==> src/rtl/cq_pkg.sv <==
package cq_pkg;
  localparam logic [5:0] OP_RUN   = 6'h0E;
  localparam logic [5:0] OP_SETUP = 6'h10;
  localparam logic [5:0] OP_FENCE = 6'h11;
  localparam logic [5:0] OP_TABLE = 6'h15;
  localparam logic [5:0] OP_COPY  = 6'h22;

  localparam int ST_RUN   = 0;
  localparam int ST_COPY  = 1;
  localparam int ST_BADOP = 4;
  localparam int ST_OVF   = 5;
  localparam int ST_W     = 11;
  localparam logic [7:0] STICKY_IMPL = 8'h33;

  typedef enum logic [2:0] {K_RUN, K_SETUP, K_FENCE, K_TABLE, K_COPY, K_BAD} kind_e;
  typedef enum logic [1:0] {S_IDLE, S_SETUP_ADDR, S_COPY_ADDR} seq_e;

  function automatic kind_e classify(input logic [5:0] op);
    case (op)
      OP_RUN:   return K_RUN;
      OP_SETUP: return K_SETUP;
      OP_FENCE: return K_FENCE;
      OP_TABLE: return K_TABLE;
      OP_COPY:  return K_COPY;
      default:  return K_BAD;
    endcase
  endfunction
endpackage

==> src/rtl/cq_fifo.sv <==
module cq_fifo #(
  parameter int W     = 32,
  parameter int DEPTH = 5
) (
  input  logic         clk_i,
  input  logic         rst_ni,
  input  logic         push_i,
  input  logic [W-1:0] data_i,
  input  logic         pop_i,
  output logic [W-1:0] head_o,
  output logic         empty_o,
  output logic         drop_o
);
  localparam int AW = (DEPTH > 1) ? $clog2(DEPTH) : 1;
  localparam int CW = $clog2(DEPTH + 1);
  localparam logic [AW-1:0] LAST = AW'(DEPTH - 1);
  localparam logic [CW-1:0] FULL_CNT = CW'(DEPTH);

  logic [W-1:0]  mem [DEPTH];
  logic [AW-1:0] rd_ptr, wr_ptr;
  logic [CW-1:0] cnt;
  logic          full, accept, take;

  assign full    = (cnt == FULL_CNT);
  assign empty_o = (cnt == '0);
  assign accept  = push_i && !full;
  assign take    = pop_i && !empty_o;
  assign drop_o  = push_i && full;
  assign head_o  = mem[rd_ptr];

  function automatic logic [AW-1:0] bump(input logic [AW-1:0] p);
    return (p == LAST) ? '0 : p + AW'(1);
  endfunction

  always_ff @(posedge clk_i) begin
    if (accept) mem[wr_ptr] <= data_i;
  end

  always_ff @(posedge clk_i or negedge rst_ni) begin
    if (!rst_ni) begin
      rd_ptr <= '0;
      wr_ptr <= '0;
      cnt    <= '0;
    end else begin
      if (accept) wr_ptr <= bump(wr_ptr);
      if (take)   rd_ptr <= bump(rd_ptr);
      case ({accept, take})
        2'b10:   cnt <= cnt + CW'(1);
        2'b01:   cnt <= cnt - CW'(1);
        default: cnt <= cnt;
      endcase
    end
  end
endmodule

==> src/rtl/cq_sequencer.sv <==
module cq_sequencer
  import cq_pkg::*;
#(
  parameter int CNT_W = 12,
  parameter int WC_W  = 8
) (
  input  logic             clk_i,
  input  logic             rst_ni,
  input  logic [31:0]      head_i,
  input  logic             avail_i,
  output logic             pop_o,
  input  logic             run_done_i,
  input  logic             copy_done_i,
  output logic             run_req_o,
  output logic [CNT_W:0]   run_blocks_o,
  output logic [31:0]      run_addr_o,
  output logic             copy_req_o,
  output logic             copy_to_ext_o,
  output logic [WC_W-1:0]  copy_words_o,
  output logic [31:0]      copy_addr_o,
  output logic             tbl_load_o,
  output logic [3:0]       tbl_id_o,
  output logic             tbl_vram_o,
  output logic [1:0]       tbl_sel_o,
  output logic             busy_o,
  output logic             ev_run_o,
  output logic             ev_copy_o,
  output logic             ev_bad_o
);
  seq_e  state;
  kind_e kind;
  logic  run_busy, copy_busy;
  logic  go_run, go_setup, go_table, go_copy, bad, addr_setup, addr_copy;

  assign kind = classify(head_i[31:26]);

  always_comb begin
    pop_o = 1'b0; go_run = 1'b0; go_setup = 1'b0; go_table = 1'b0;
    go_copy = 1'b0; bad = 1'b0; addr_setup = 1'b0; addr_copy = 1'b0;
    if (avail_i) begin
      case (state)
        S_IDLE: begin
          case (kind)
            K_SETUP: begin pop_o = 1'b1; go_setup = 1'b1; end
            K_RUN:   if (!run_busy) begin pop_o = 1'b1; go_run = 1'b1; end
            K_FENCE: if (!run_busy && !copy_busy) pop_o = 1'b1;
            K_TABLE: if (!run_busy && !copy_busy) begin pop_o = 1'b1; go_table = 1'b1; end
            K_COPY:  if (!copy_busy) begin pop_o = 1'b1; go_copy = 1'b1; end
            default: begin pop_o = 1'b1; bad = 1'b1; end
          endcase
        end
        S_SETUP_ADDR: begin pop_o = 1'b1; addr_setup = 1'b1; end
        S_COPY_ADDR:  begin pop_o = 1'b1; addr_copy = 1'b1; end
        default: ;
      endcase
    end
  end

  assign ev_run_o   = run_busy && run_done_i;
  assign ev_copy_o  = copy_busy && copy_done_i;
  assign ev_bad_o   = bad;
  assign busy_o     = run_busy || copy_busy || (state != S_IDLE);
  assign run_req_o  = run_busy;
  assign copy_req_o = copy_busy;

  always_ff @(posedge clk_i or negedge rst_ni) begin
    if (!rst_ni) begin
      state         <= S_IDLE;
      run_busy      <= 1'b0;
      copy_busy     <= 1'b0;
      run_blocks_o  <= '0;
      run_addr_o    <= '0;
      copy_to_ext_o <= 1'b0;
      copy_words_o  <= '0;
      copy_addr_o   <= '0;
      tbl_load_o    <= 1'b0;
      tbl_id_o      <= '0;
      tbl_vram_o    <= 1'b0;
      tbl_sel_o     <= '0;
    end else begin
      if (go_setup)                    state <= S_SETUP_ADDR;
      else if (go_copy)                state <= S_COPY_ADDR;
      else if (addr_setup || addr_copy) state <= S_IDLE;

      if (go_run) begin
        run_busy     <= 1'b1;
        run_blocks_o <= {1'b0, head_i[CNT_W-1:0]} + (CNT_W+1)'(1);
      end else if (run_done_i) begin
        run_busy <= 1'b0;
      end

      if (addr_setup) run_addr_o <= head_i;

      if (go_copy) begin
        copy_to_ext_o <= head_i[25];
        copy_words_o  <= head_i[12 +: WC_W];
      end
      if (addr_copy) begin
        copy_addr_o <= head_i;
        copy_busy   <= 1'b1;
      end else if (copy_done_i) begin
        copy_busy <= 1'b0;
      end

      tbl_load_o <= go_table;
      if (go_table) begin
        tbl_id_o   <= head_i[20:17];
        tbl_vram_o <= head_i[23];
        tbl_sel_o  <= head_i[25:24];
      end
    end
  end
endmodule

==> src/rtl/cq_status.sv <==
module cq_status
  import cq_pkg::*;
(
  input  logic            clk_i,
  input  logic            rst_ni,
  input  logic            ev_run_i,
  input  logic            ev_copy_i,
  input  logic            ev_bad_i,
  input  logic            ev_ovf_i,
  input  logic            reg_wr_i,
  input  logic            reg_sel_i,
  input  logic [7:0]      reg_wdata_i,
  input  logic            busy_i,
  input  logic            empty_i,
  input  logic            dma_i,
  output logic [ST_W-1:0] status_o,
  output logic            irq_o
);
  logic [7:0] sticky, en, set_v, clr_v;

  always_comb begin
    set_v = '0;
    set_v[ST_RUN]   = ev_run_i;
    set_v[ST_COPY]  = ev_copy_i;
    set_v[ST_BADOP] = ev_bad_i;
    set_v[ST_OVF]   = ev_ovf_i;
    clr_v = (reg_wr_i && !reg_sel_i) ? reg_wdata_i : '0;
  end

  always_ff @(posedge clk_i or negedge rst_ni) begin
    if (!rst_ni) begin
      sticky <= '0;
      en     <= '0;
    end else begin
      // a new event wins over a clear in the same cycle
      sticky <= (set_v | (sticky & ~clr_v)) & STICKY_IMPL;
      if (reg_wr_i && reg_sel_i) en <= reg_wdata_i & STICKY_IMPL;
    end
  end

  assign status_o = {dma_i, empty_i, busy_i, sticky};
  assign irq_o    = |(sticky & en);
endmodule

==> src/rtl/cmdq_front.sv <==
module cmdq_front
  import cq_pkg::*;
#(
  parameter int DEPTH = 5,
  parameter int CNT_W = 12,
  parameter int WC_W  = 8
) (
  input  logic             clk_i,
  input  logic             rst_ni,
  input  logic             cmd_wr_i,
  input  logic [31:0]      cmd_data_i,
  input  logic             reg_wr_i,
  input  logic             reg_sel_i,
  input  logic [7:0]       reg_wdata_i,
  output logic [ST_W-1:0]  status_o,
  output logic             irq_o,
  output logic             run_req_o,
  output logic [CNT_W:0]   run_blocks_o,
  output logic [31:0]      run_addr_o,
  input  logic             run_done_i,
  output logic             copy_req_o,
  output logic             copy_to_ext_o,
  output logic [WC_W-1:0]  copy_words_o,
  output logic [31:0]      copy_addr_o,
  input  logic             copy_done_i,
  output logic             tbl_load_o,
  output logic [3:0]       tbl_id_o,
  output logic             tbl_vram_o,
  output logic [1:0]       tbl_sel_o
);
  logic [31:0] head;
  logic        empty, drop, pop, busy, ev_run, ev_copy, ev_bad;

  cq_fifo #(.W(32), .DEPTH(DEPTH)) u_fifo (
    .clk_i, .rst_ni,
    .push_i (cmd_wr_i),
    .data_i (cmd_data_i),
    .pop_i  (pop),
    .head_o (head),
    .empty_o(empty),
    .drop_o (drop)
  );

  cq_sequencer #(.CNT_W(CNT_W), .WC_W(WC_W)) u_seq (
    .clk_i, .rst_ni,
    .head_i (head),
    .avail_i(!empty),
    .pop_o  (pop),
    .run_done_i, .copy_done_i,
    .run_req_o, .run_blocks_o, .run_addr_o,
    .copy_req_o, .copy_to_ext_o, .copy_words_o, .copy_addr_o,
    .tbl_load_o, .tbl_id_o, .tbl_vram_o, .tbl_sel_o,
    .busy_o   (busy),
    .ev_run_o (ev_run),
    .ev_copy_o(ev_copy),
    .ev_bad_o (ev_bad)
  );

  cq_status u_stat (
    .clk_i, .rst_ni,
    .ev_run_i (ev_run),
    .ev_copy_i(ev_copy),
    .ev_bad_i (ev_bad),
    .ev_ovf_i (drop),
    .reg_wr_i, .reg_sel_i, .reg_wdata_i,
    .busy_i   (busy),
    .empty_i  (empty),
    .dma_i    (copy_req_o),
    .status_o, .irq_o
  );
endmodule

==> config.mk <==
export PLATFORM = sky130hd
export DESIGN_NAME = cmdq_front
export DESIGN_NICKNAME = d
export VERILOG_FILES = /design/src/rtl/cq_pkg.sv /design/src/rtl/cq_fifo.sv /design/src/rtl/cq_sequencer.sv /design/src/rtl/cq_status.sv /design/src/rtl/cmdq_front.sv
export SDC_FILE = /design/constraint.sdc
export NUM_CORES = 1
export LEC_CHECK = 0
export ABC_AREA = 1
export BUFFER_PORTS_ARGS = -buffer_cell sky130_fd_sc_hd__buf_2
export CAP_MARGIN = 20
export CELL_PAD_IN_SITES_DETAIL_PLACEMENT = 0
export CELL_PAD_IN_SITES_GLOBAL_PLACEMENT = 1
export CORE_UTILIZATION = 47
export CTS_BUF_LIST = sky130_fd_sc_hd__clkbuf_2 sky130_fd_sc_hd__clkbuf_4 sky130_fd_sc_hd__clkbuf_8
export DETAILED_ROUTE_END_ITERATION = 6
export MAX_ROUTING_LAYER = met4
export PLACE_DENSITY = 0.82
export SYNTH_ARGS = -nofsm -noshare
export SYNTH_HDL_FRONTEND = slang
export SYNTH_SLANG_ARGS = --single-unit
==> constraint.sdc <==
create_clock -name clk_i -period 5.23 [get_ports clk_i]
set_input_delay 1.046 -clock clk_i [delete_from_list [all_inputs] [get_ports clk_i]]
set_output_delay 1.046 -clock clk_i [all_outputs]
set_load 0.02 [all_outputs]
; ---- After elaboration in Yosys (flattened, before gate mapping)
; Memories as Yosys holds them, arrays and structs flattened.
; Index checks and enable logic that the tools add are counted.
[word_totals]
regBits = 115
mem_bits_rw = 160
n_memories = 1
[op_classes]
n_addsub = 5
eq_ne = 16
n_mux = 39
bitwise = 4
reduce_logical = 28
[memory_table]
columns = name, words, width, read_ports, rd_clocked_by_memory_dff, wr, line_no
row1 = u_fifo.mem, 5, 32, 1, 0, 1, cq_fifo.sv:19  ; logic [W-1:0] mem [DEPTH];
[ops]
columns = op, n
row1 = two-way mux 1 bit, 29
row2 = == test 6 x 5 -> 1 bit (second input constant), 3
row3 = one-hot mux 3 bit (5 select lines), 1
row4 = adder 12 x 1 -> 13 bit (second input constant), 1
row5 = AND 6 bit, 2
row6 = == test 3 bit (second input constant), 4
row7 = adder 3 x 1 -> 3 bit (second input constant), 3
row8 = logical AND 1 bit, 8
row9 = nonzero test 2 bit, 4
row10 = OR reduction 8 bit, 1
row11 = == test 3 x 2 -> 1 bit (second input constant), 2
row12 = == test 6 x 4 -> 1 bit (second input constant), 1
row13 = == test 6 bit (second input constant), 1
row14 = zero test 3 bit, 2
row15 = two-way mux 2 bit, 3
row16 = two-way mux 3 bit, 2
row17 = two-way mux 6 bit, 1
row18 = inverter 6 bit, 1
row19 = bitwise OR 6 bit, 1
row20 = one-hot mux 3 bit (2 select lines), 1
row21 = zero test 1 bit, 5
row22 = OR reduction 5 bit, 1
row23 = == test 2 x 1 -> 1 bit (second input constant), 2
row24 = == test 2 bit (second input constant), 2
row25 = 8 further kinds, 11

; ---- Logic depth before layout (Yosys ltp)
; An unclocked memory read counts as a cell.
[logic_depth]
ltp_word = 11
ltp_mapped = 25

; ---- Hierarchy
; From an unflattened synthesis, not the netlist that was laid out.
[hier_totals]
cells_unflattened = 1202
area_unflattened_um2 = 11851.4
[modules_own_cells]
columns = module, n_inst, cells_per_inst, area_per_inst_um2
row1 = cq_fifo, 1, 710, 7345.8
row2 = cq_sequencer, 1, 439, 4093.9
row3 = cq_status, 1, 52, 407.9
row4 = cmdq_front, 1, 1, 3.8

; ---- Worst setup path after synthesis
; OpenSTA, ideal clock, no wires.
[synth_path]
path_kind = input -> register
startpoint = input port cmd_wr_i
endpoint = memory u_fifo.mem[1][0] (enable)
t_arrival_ns = 4.262
t_required_ns = 4.728
path_slack_ns = 0.466
stages = 2
n_path_buf = 0
cell_sequence = nand2_1 > nor4_1
[synth_via]
elab_chain_cells = 3
[synth_rtl]
columns = item, line_no
row1 = "start, declared", cmdq_front.sv:10  ; input logic cmd_wr_i,
row2 = logical AND 1 bit, cq_fifo.sv:26  ; assign accept = push_i && !full;
row3 = two-way mux 1 bit, cq_fifo.sv:36  ; if (accept) mem[wr_ptr] <= data_i;
row4 = two-way mux 1 bit (implied by the code), cq_fifo.sv:36
row5 = "end, declared", cq_fifo.sv:19
; No other way between the ends.

; ---- Worst setup path in the final report
[layout_path]
startpoint = register u_fifo.rd_ptr[1]
endpoint = register u_fifo.cnt[2]
[layout_via]
elab_chain_cells = 11
word_cells_on_any_way = 20
classes_between = eq/ne (10) / mux (5) / reduce/logical (4) / memory (1)
[layout_rtl]
columns = item, line_no
row1 = "start, declared", cq_fifo.sv:20  ; logic [AW-1:0] rd_ptr, wr_ptr;
row2 = "start signal, assigned", cq_fifo.sv:46  ; if (take) rd_ptr <= bump(rd_ptr);
row3 = memory read (5 x 32 bit) (*), -
row4 = == test 6 bit (tied with other cells), cq_pkg.sv:19  ; case (op)
row5 = one-hot mux 3 bit (5 select lines) (*), cq_pkg.sv:19
row6 = == test 3 x 2 -> 1 bit, cq_sequencer.sv:43  ; case (kind)
row7 = OR reduction 2 bit (no line), -
row8 = one-hot mux 1 bit (3 select lines) (*), cq_sequencer.sv:43
row9 = one-hot mux 1 bit (2 select lines) (*), cq_sequencer.sv:41  ; case (state)
row10 = two-way mux 1 bit (*), cq_sequencer.sv:40  ; if (avail_i) begin
row11 = logical AND 1 bit (*), cq_fifo.sv:27  ; assign take = pop_i && !empty_o;
row12 = named net u_fifo.take, cq_fifo.sv:22  ; logic full, accept, take;
row13 = == test 2 x 1 -> 1 bit / == test 2 bit (equally long branches), cq_fifo.sv:47  ; case ({accept, take})
row14 = one-hot mux 3 bit (2 select lines) / nonzero test 2 bit (equally long branches), -
row15 = "end signal, assigned", cq_fifo.sv:48  ; 2'b10: cnt <= cnt + CW'(1);
row16 = "end signal, assigned", cq_fifo.sv:49  ; 2'b01: cnt <= cnt - CW'(1);
row17 = "end signal, assigned", cq_fifo.sv:50  ; default: cnt <= cnt;
row18 = "end, declared", cq_fifo.sv:21  ; logic [CW-1:0] cnt;
; The timed path passes the listed nets; every way through them passes the cells marked *.
; A chain may end at the register's enable or synchronous reset.

==> metrics.yaml <==
status: "complete, no violations"
rows: 55
die_x_um: 156
layout-drive-gt1-share: 0.244
place_hpwl_um: 15300
drv_slew: 0
slew_headroom: 0.257
ys.flop_type: "edfxtp_1"
via_per_inst: 5.02
worstMarginPinSlew_ns: 1.11
ant_nets: 0
grt_pass1_wl_um: 38100
worstSetupPathType: "register to register"
numCtsBuffers: 44
num_vias: 7399
grt_usage: 0.210
endpoint_kind: "register"
rsz0062_at_grt: "false"
grt_overflow: 0
hp-class: "primary input to async pin"
cts_resized: 0
cts_max_level: 2
coreArea_um2: 22900
highest_layer: "met4"
startpoint_type: "register"
synth_xor_area_frac: 0.00864
nets: 1189
clk_pin_slew_ns: 0.06
io_buffers: 146
synth_edf_count: 160
final_hold_viol_count: 0
setup_tns_ns: 0
grt_max_degree: 81
period_needed_ns: 3.65
fin_ws_ns: 1.58
postSynthCellCount: 972
postCtsSetupRepairBufs: 0
clk_latency_ns: 0.55
synth.avg_cell_area_um2: 11.5
met3_length_um: 1600
clockBufferDepth: 3
finalCritPeriodShare: 0.699
initial_core_util: 0.486
first_pass_iters: 5
yosysUniqueCellTypes: 39
grt_pass1_vias: 7133
dp_slack_ns: 1.57
skew_ns: 0.0332
synth.area.mux_share: 0
synth-compound-area-share: 0.112
r2r_cells: 20
cp_max_fo: 26
reg2reg_slack_ns: 1.58
yosysSeqAreaShare: 0.689
io-pin-count: 155
powerDensity_nw_per_um2: 656
r2r-end: "u_fifo.cnt[2]"
r2r_start: "u_fifo.rd_ptr[1]"
synthSimpleGateAreaFrac: 0.130
wl_met2_um: 11200
drc_errors: 0
synth_top_family_by_area: "simple AND/OR/NAND/NOR gates"
async_flop_share: 0.418
cts-root-buf: "clkbuf_8"
finalWirelength_um: 24400
avgRoutedWirePerCell_um: 16.6
die_h_um: 156
antenna_found_initial: 2
p_leak_uw: 0.00567
synth_fa_ha_area_frac: 0.0130
cts_tree: "done"
die_area_um2: 24300
drv_cap: 0
first_iter_violations: 568
gp_congestion: 0.809
hold_buffers: 0
arrival_ns: 4.07
clock_sinks: 275
max_freq_ghz: 0.274
crit_required_ns: 5.64
area_delta_synth_final_pct: 17.7
setup_viol: 0
syn-cell-area_um2: 11100
worst_hold_slack_ns: 0.316
ir_worst_vdd_v: 0.000254
drt-met1-wl_um: 11300
ys_ff_latch: 275
yosys_warnings: 0
==> state kept, by name, summed over array words and instances, names as in the netlist <==
register and flops:
u_seq.copy_req_o 1, u_seq.tbl_id_o 4, u_stat.sticky 4, u_seq.run_blocks_o 13, u_fifo.wr_ptr 3, u_seq.tbl_sel_o 2
u_seq.run_addr_o 32, u_seq.copy_to_ext_o 1, u_seq.run_req_o 1, u_seq.copy_addr_o 32, u_seq.tbl_vram_o 1, u_stat.en 4
u_seq.copy_words_o 8, u_fifo.rd_ptr 3, u_fifo.cnt 3, u_fifo.mem 160, u_seq.tbl_load_o 1, u_seq.state 2
==> critical path, stage by stage (launching register included) <==
cell     delay [ns]
dfrtp_1        0.75
inv_2          0.42
nand3_1        0.21
nand3_1        0.08
nand2_1        0.20
nand2_1        0.11
nor3_2         0.21
nor2_1         0.06
o21ai_1        0.07
nand2_1        0.06
nand2_1        0.05
nand2_1        0.07
nand2_2        0.10
nand2_2        0.08
inv_1          0.07
ha_1           0.13
inv_1          0.07
fa_1           0.37
a21oi_1        0.14
o21ai_0        0.11
xnor2_1        0.14
==> how the worst max path moves through the flow <==
stage / depth (start not counted) / end / slack, ns / start
2_1_floorplan: 2 / u_fifo.mem[1][0] / 0.47 / cmd_wr_i
3_3_place_gp: 19 / u_fifo.cnt[2] / 1.60 / u_fifo.rd_ptr[2]
3_5_place_dp: 19 / u_fifo.cnt[2] / 1.57 / u_fifo.rd_ptr[2]
4_1_cts: 20 / u_fifo.cnt[2] / 1.55 / u_fifo.rd_ptr[1]
5_1_grt: 19 / u_fifo.cnt[2] / 1.22 / u_fifo.rd_ptr[2]
6_report: 20 / u_fifo.cnt[2] / 1.58 / u_fifo.rd_ptr[1]
==> cell usage after synthesis (all sizes together) (2+ instances only) <==
cell,number,share of area
nand3,32,0.016
buf,34,0.020
dfrtp,115,0.26
ha,10,0.011
o211ai,8,0.0054
or2,6,0.0034
o21ai,185,0.086
o31ai,3,0.0020
a21oi,4,0.0018
nor2,83,0.030
xor2,4,0.0031
inv,61,0.021
edfxtp,160,0.43
nor4,3,0.0017
clkbuf,19,0.0064
nand2,204,0.070
nand4,2,0.0011
nor3,8,0.0070
xnor2,7,0.0055
o221ai,18,0.014
==> placed cells by master, fill, tap and decap left out, types with 10 or more instances in the layout <==
cell type and count:
nand3_1 28, clkbuf_8 51, o221ai_1 18, nand2_1 197, dfrtp_1 114, edfxtp_1 160
ha_1 10, o21ai_2 10, inv_1 55, nor2_1 77, clkbuf_4 14, o21ai_1 43
o21ai_0 132, buf_2 145, buf_4 14
==> kinds of logic (layout without fill, tap and decap cells) <==
logic type	Yosys count	count (layout)
other	1	6
and+or+nand+nor	339	339
buffers and inverters	114	299
AOI/OAI and AO/OA	221	221
xor gates and xnor gates	11	11
adders and majority gates	11	11
DFF	275	275
==> layout make-up <==
cell class	instances	area (um^2)
fill	1972	9790
clock inverter	10	100
antenna	2	5.00
tap	313	392
inverter	61	229
clock buffer	65	807
multi-input combinational	586	2980
sequential	275	7680
timing repair buffer	163	926
==> power breakdown <==
group          switching, uW  leakage, uW  internal, uW
sequential               322      0.00291          2950
clock                    789     0.000474          1080
combinational           2410      0.00229          1060
==> metal layers <==
layer | GRT usage | vias to the layer above
li1 | - | 3655
met1 | 0.285 | 3487
met2 | 0.314 | 224
met3 | 0.0497 | 33
met4 | 0.0649 | 0
met5 | - | -
==> per-stage QoR <==
step                       util  power, uW  area (um^2)  std cells
after global placement    0.530       6690        12100       1395
after CTS                 0.569       8670        13000       1470
after detailed placement  0.530       6780        12100       1395
final                     0.573       8610        13100       1475
after floorplan               -       5680        11200        975
after global routing      0.573       9220        13100       1475
Note: power is estimated with default switching activity, not from simulation.
